[config.mk]
export PLATFORM = sky130hd
export DESIGN_NAME = ext_reg_bank
export DESIGN_NICKNAME = d
export VERILOG_FILES = /design/src/rtl/ext_reg_pkg.sv /design/src/rtl/idx_reg.sv /design/src/rtl/seq_space.sv /design/src/rtl/gfx_space.sv /design/src/rtl/ext_reg_bank.sv
export SDC_FILE = /design/constraint.sdc
export NUM_CORES = 1
export LEC_CHECK = 0
export ABC_CLOCK_PERIOD_IN_PS = 3500
export BUFFER_PORTS_ARGS = -buffer_cell sky130_fd_sc_hd__buf_4
export CAP_MARGIN = 10
export CORE_MARGIN = 2
export CORE_UTILIZATION = 25
export DETAILED_ROUTE_END_ITERATION = 7
export GPL_TIMING_DRIVEN = 0
export SLEW_MARGIN = 10
export SYNTH_ARGS = -nofsm -noshare
export SYNTH_HDL_FRONTEND = slang
export SYNTH_SLANG_ARGS = --single-unit
[constraint.sdc]
create_clock -name clk_i -period 3.5 [get_ports clk_i]
set_clock_uncertainty 0.05 [all_clocks]
set_input_delay 1.05 -clock clk_i [delete_from_list [all_inputs] [get_ports clk_i]]
set_output_delay 1.05 -clock clk_i [all_outputs]
set_load 0.02 [all_outputs]
[src/rtl/ext_reg_pkg.sv]
package ext_reg_pkg;
  localparam int DW = 8;
  localparam int IW = 8;
  localparam int NEXT = 9;          // extended regs 0x07..0x0F
  localparam logic [IW-1:0] EXT_BASE = 8'h07;

  typedef enum logic [3:0] {
    SEL_NONE, SEL_UNLOCK, SEL_EXT, SEL_CURX, SEL_CURY,
    SEL_ATTR, SEL_PAT, SEL_CY2
  } seq_sel_e;

  function automatic seq_sel_e seq_decode(input logic [IW-1:0] idx);
    if (idx[4:0] == 5'h10) return SEL_CURX;
    if (idx[4:0] == 5'h11 && idx != 8'hF1) return SEL_CURY;
    if (idx == 8'hF1) return SEL_CY2;
    if (idx == 8'h06) return SEL_UNLOCK;
    if (idx >= 8'h07 && idx <= 8'h0F) return SEL_EXT;
    if (idx == 8'h12) return SEL_ATTR;
    if (idx == 8'h13) return SEL_PAT;
    return SEL_NONE;
  endfunction
endpackage

[src/rtl/idx_reg.sv]
module idx_reg #(
  parameter int IW = 8
) (
  input  logic          clk_i,
  input  logic          rst_ni,
  input  logic          we_i,
  input  logic [IW-1:0] d_i,
  input  logic          data_acc_i,
  output logic [IW-1:0] q_o
);
  always_ff @(posedge clk_i or negedge rst_ni)
    if (!rst_ni) q_o <= '0;
    else if (we_i) q_o <= d_i;

  p_idx_hold_r2: assert property (@(posedge clk_i) disable iff (!rst_ni)
    (!we_i && data_acc_i) |=> $stable(q_o));
endmodule

[src/rtl/seq_space.sv]
module seq_space
  import ext_reg_pkg::*;
#(
  parameter int DW = 8,
  parameter int IW = 8,
  parameter int NX = 9
) (
  input  logic          clk_i,
  input  logic          rst_ni,
  input  logic [IW-1:0] idx_i,
  input  logic          we_i,
  input  logic [DW-1:0] wdata_i,
  output logic [DW-1:0] rd_o
);
  localparam int XW = $clog2(NX);
  seq_sel_e sel;
  logic [DW-1:0] unlock_q, curx_q, cury_q, attr_q, pat_q, cy2_q;
  logic [DW-1:0] ext_q [NX];
  logic [IW-1:0] ext_off;

  assign sel = seq_decode(idx_i);
  assign ext_off = idx_i - EXT_BASE;

  always_ff @(posedge clk_i or negedge rst_ni)
    if (!rst_ni) begin
      unlock_q <= '0; curx_q <= '0; cury_q <= '0;
      attr_q <= '0; pat_q <= '0; cy2_q <= '0;
    end else if (we_i) begin
      case (sel)
        SEL_UNLOCK: unlock_q <= wdata_i;
        SEL_CURX:   curx_q   <= wdata_i;
        SEL_CURY:   cury_q   <= wdata_i;
        SEL_ATTR:   attr_q   <= wdata_i;
        SEL_PAT:    pat_q    <= wdata_i;
        SEL_CY2:    cy2_q    <= wdata_i;
        default: ;
      endcase
    end

  for (genvar g = 0; g < NX; g++) begin : g_ext
    always_ff @(posedge clk_i or negedge rst_ni)
      if (!rst_ni) ext_q[g] <= '0;
      else if (we_i && sel == SEL_EXT && ext_off == IW'(g)) ext_q[g] <= wdata_i;
  end

  always_comb begin
    case (sel)
      SEL_UNLOCK: rd_o = unlock_q;
      SEL_EXT:    rd_o = ext_q[ext_off[XW-1:0]];
      SEL_CURX:   rd_o = curx_q;
      SEL_CURY:   rd_o = cury_q;
      SEL_ATTR:   rd_o = attr_q;
      SEL_PAT:    rd_o = pat_q;
      SEL_CY2:    rd_o = cy2_q;
      default:    rd_o = '0;
    endcase
  end

  p_curx_alias_r5: assert property (@(posedge clk_i) disable iff (!rst_ni)
    (we_i && idx_i[4:0] == 5'h10) |=> (curx_q == $past(wdata_i)));
  p_f1_sep_r6: assert property (@(posedge clk_i) disable iff (!rst_ni)
    (we_i && idx_i == 8'hF1) |=> $stable(cury_q));
  p_unmapped_r9: assert property (@(posedge clk_i) disable iff (!rst_ni)
    (we_i && sel == SEL_NONE) |=> ($stable(curx_q) && $stable(cury_q) && $stable(unlock_q)));
endmodule

[src/rtl/gfx_space.sv]
module gfx_space #(
  parameter int DW = 8,
  parameter int IW = 8
) (
  input  logic          clk_i,
  input  logic          rst_ni,
  input  logic [IW-1:0] idx_i,
  input  logic          we_i,
  input  logic [DW-1:0] wdata_i,
  output logic [DW-1:0] rd_o,
  output logic [DW-1:0] bg_o,
  output logic [DW-1:0] fg_o
);
  always_ff @(posedge clk_i or negedge rst_ni)
    if (!rst_ni) begin
      bg_o <= '0; fg_o <= '0;
    end else if (we_i) begin
      if (idx_i == 8'h00) bg_o <= wdata_i;
      if (idx_i == 8'h01) fg_o <= wdata_i;
    end

  always_comb
    case (idx_i)
      8'h00:   rd_o = bg_o;
      8'h01:   rd_o = fg_o;
      default: rd_o = '0;
    endcase

  p_bg_upd_r4: assert property (@(posedge clk_i) disable iff (!rst_ni)
    (we_i && idx_i == 8'h00) |=> (bg_o == $past(wdata_i)));
  p_fg_upd_r4: assert property (@(posedge clk_i) disable iff (!rst_ni)
    (we_i && idx_i == 8'h01) |=> (fg_o == $past(wdata_i)));
  p_fg_hold_r3: assert property (@(posedge clk_i) disable iff (!rst_ni)
    !(we_i && idx_i == 8'h01) |=> $stable(fg_o));
endmodule

[src/rtl/ext_reg_bank.sv]
module ext_reg_bank
  import ext_reg_pkg::*;
(
  input  logic          clk_i,
  input  logic          rst_ni,
  input  logic          seq_idx_we_i,
  input  logic          gfx_idx_we_i,
  input  logic [IW-1:0] idx_i,
  input  logic          seq_we_i,
  input  logic          seq_re_i,
  input  logic          gfx_we_i,
  input  logic          gfx_re_i,
  input  logic [DW-1:0] wdata_i,
  output logic [DW-1:0] rdata_o,
  output logic [IW-1:0] seq_idx_o,
  output logic [IW-1:0] gfx_idx_o,
  output logic [DW-1:0] bg_color_o,
  output logic [DW-1:0] fg_color_o
);
  logic [DW-1:0] seq_rd, gfx_rd;

  idx_reg #(.IW(IW)) u_seq_idx (.clk_i, .rst_ni, .we_i(seq_idx_we_i), .d_i(idx_i),
    .data_acc_i(seq_we_i | seq_re_i), .q_o(seq_idx_o));
  idx_reg #(.IW(IW)) u_gfx_idx (.clk_i, .rst_ni, .we_i(gfx_idx_we_i), .d_i(idx_i),
    .data_acc_i(gfx_we_i | gfx_re_i), .q_o(gfx_idx_o));

  seq_space #(.DW(DW), .IW(IW), .NX(NEXT)) u_seq (.clk_i, .rst_ni, .idx_i(seq_idx_o),
    .we_i(seq_we_i), .wdata_i, .rd_o(seq_rd));
  gfx_space #(.DW(DW), .IW(IW)) u_gfx (.clk_i, .rst_ni, .idx_i(gfx_idx_o),
    .we_i(gfx_we_i), .wdata_i, .rd_o(gfx_rd), .bg_o(bg_color_o), .fg_o(fg_color_o));

  always_ff @(posedge clk_i or negedge rst_ni)
    if (!rst_ni) rdata_o <= '0;
    else if (seq_re_i) rdata_o <= seq_rd;
    else if (gfx_re_i) rdata_o <= gfx_rd;

  p_rd_hold_r9: assert property (@(posedge clk_i) disable iff (!rst_ni)
    !(seq_re_i || gfx_re_i) |=> $stable(rdata_o));
endmodule

==> results.cfg <==
[timing]
setup_viol = 0
timing.hold.ws_ns = 0.4550
relSlewSlack_pct = 27.29
hold_viol_final = 0
tightest_slew_ns = 1.082
slew_viol_final = 0
rsz0062_at_grt = no
setup_tns_ns = 0
layout_min_cycle_time_ns = 3.135
fmax_mhz = 319.0
fin_crit_sh_pct = 89.57

[clock_tree]
clk_pin_slew_worst_paths_ns = 0.07
ctsLongestPathBuffers = 2
cts-root-buf = clkbuf_16
clock_latency_ns = 0.43
htree_levels = 4
cts_hold_buf = 0
cts_tree = yes
cts_buffers = 17
numClockSinks = 160

[layout]
nets = 701
n_antenna_cell = 0
layout-drive-gt1-share_pct = 40.52
fin_cells = 1076
register_area_um2 = 4004
synthToLayoutAreaGrowth_pct = 21.12
multiInputGateArea_um2 = 3395
design_area_um2 = 9148
fill_cells = 3002

[place]
placed_cell_area_um2 = 8518
dpl.hpwl_um = 13500
io_buffers = 59
routabilityCongestion = 0.8004
place_inst = 1042

[yosys]
synth_area_leaders = dfrtp_1 53%, mux2_2 24%, mux2i_1 4.2%, nand2_1 2.7%, a22oi_1 1.9%
async_reset_ff_share_pct = 100.0
yosys_warnings = 0
synth_flop_cell = dfrtp_1
synth_top_area_cell = dfrtp_1
ys_types = 52
syn_area_per_cell_um2 = 12.76
synthesis.area_um2 = 7552
synth_commonest_cells = 160 x dfrtp_1, 158 x mux2_2, 54 x nand2_1, 32 x mux2i_1, 26 x a21oi_1
syn_nets = 620
synth_edf_count = 0
synth-seq-area-share_pct = 53.02
yosysMostFrequentCell = dfrtp_1
synth_top_area_share_pct = 53.02
ys_ff_latch = 160
netlist_instances = 592

[floorplanning]
core_um2 = 29720
die_y_um = 177.8
dieArea_um2 = 31610
start_util_pct = 25.41
top_level_ports = 64
die_x_um = 177.8
rows = 63

[worst_setup_path]
critical_path.startpoint = u_seq_idx.q_o[0]$_DFFE_PN0P_
end_kind = flop
startpoint_type = flop
critPathKind = flop to flop
path_max_fanout = 8
cp.required_ns = 3.76
arrival_ns = 3.40
reg2reg_from = u_seq_idx.q_o[0]$_DFFE_PN0P_
rr_worst_depth = 9

[detailed_routing]
detail_route.wl_per_cell_um = 17.27
vias = 4977
drt_iter0_drc = 259
vias_per_cell = 4.625
drt-total-wl_um = 18580
drt_first_pass_iters = 4
drc = 0
ant_nets = 0

[global_routing]
overflow = 0
track_usage_pct = 12.51
grt_pass1_wl_um = 30350
grt_pass1_vias = 5229
antenna_found_initial = 0
grt_max_degree = 93

[power]
power.total_w = 0.004637
pwr_density_cell_nw_per_um2 = 507.0
total_leakage_power_nw = 4.267
max-vdd-ir-drop_v = 0.0003181

[min_path]
whs_path_depth = 1
hp-start = u_seq.ext_q[65]$_DFFE_PN0P_
min_path_type = flop to flop

[run_status]
status = finished clean

[flow_run]
drv_cap = 0
[final cells by class]
cell class                      count  area share [%]
Clock buffer                       19           4.842
Tap cell                          390           5.334
Sequential cell                   160           43.77
Clock inverter                     13           1.655
Timing Repair Buffer               62           5.526
Multi-Input combinational cell    394           37.11
Buffer                             35           1.641
Inverter                            3          0.1231
[final timing paths]
path / to / slack (ns)
hold / removal: u_seq.ext_q[65]$_DFFE_PN0P_ / 0.45
hold reg to reg: u_seq.ext_q[65]$_DFFE_PN0P_ / 0.45
setup reg to reg: u_seq.ext_q[57]$_DFFE_PN0P_ / 0.37
min in group asynchronous: u_seq.ext_q[54]$_DFFE_PN0P_ / 0.53
setup / recovery: u_seq.ext_q[57]$_DFFE_PN0P_ / 0.37
max in group asynchronous: rdata_o[6]$_DFFE_PN0P_ / 2.02
[state kept, by name, summed over array words and instances (netlist names)]
register        count
rdata_o             8
u_gfx.bg_o          8
u_gfx.fg_o          8
u_gfx_idx.q_o       8
u_seq.attr_q        8
u_seq.curx_q        8
u_seq.cury_q        8
u_seq.cy2_q         8
u_seq.ext_q        72
u_seq.pat_q         8
u_seq.unlock_q      8
u_seq_idx.q_o       8
[cell families (layout without fill, tap and decap cells)]
group	Yosys count	in the layout	synth area share (%)
muxes	190	190	27.80
DFF	160	160	53.02
and+or+nand+nor	106	106	7.455
AOI/OAI and AO/OA	88	88	8.251
buffers and inverters	38	132	2.121
xor gates and xnor gates	6	6	0.6958
adders and majority gates	4	4	0.6627
[where the power goes]
group          leakage, nW  switching (W)  internal, W  total [W]
clock                0.289       0.000813      0.00109    0.00190
sequential            2.17      0.0000901      0.00199    0.00208
combinational         1.81       0.000367     0.000289   0.000657
[what timing repair did]
action                                  CTS  global route
endpoints found under the setup margin    8            67
gates resized for setup                   0             3
setup buffers                             1             1
pin swaps                                 0             0
[layer usage]
layer	track usage (%)	up-vias	part of all wire (%)
li1	-	2349	-
met1	17.82	2528	50
met2	18.98	87	45
met3	2.506	13	3.1
met4	3.962	0	1.2
met5	0	-	0
[metrics by stage]
| step | util [%] | setup WS [ns] |
|---|---|---|
| final | 30.78 | 0.3650 |
| after global routing | 30.78 | 0.1745 |
| after CTS | 30.73 | 0.04766 |
| after detailed placement | 28.66 | -0.01731 |
| after global placement | 28.55 | 0.04158 |
| after floorplan | - | 0.5530 |
[cells in the final DEF, fill, tap and decap left out, drive strengths merged, types with 13 or more instances in the layout]
cell | Yosys | routed
o21ai | 13 | 13
mux2i | 32 | 32
mux2 | 158 | 158
buf | 14 | 76
a21oi | 26 | 26
dfrtp | 160 | 160
a22oi | 19 | 19
nand2 | 55 | 55
clkbuf | 21 | 40
[worst max-delay path, cell delays in order, from the launching register on]
cell and delay, ns:
dfrtp_1 0.40, clkbuf_2 0.26, inv_1 0.12, ha_1 0.33
o32a_1 0.38, o22ai_2 0.38, o2111a_4 0.32, and3_2 0.17
buf_2 0.22, mux2_2 0.36
Note: power is estimated with default switching activity, not from simulation.
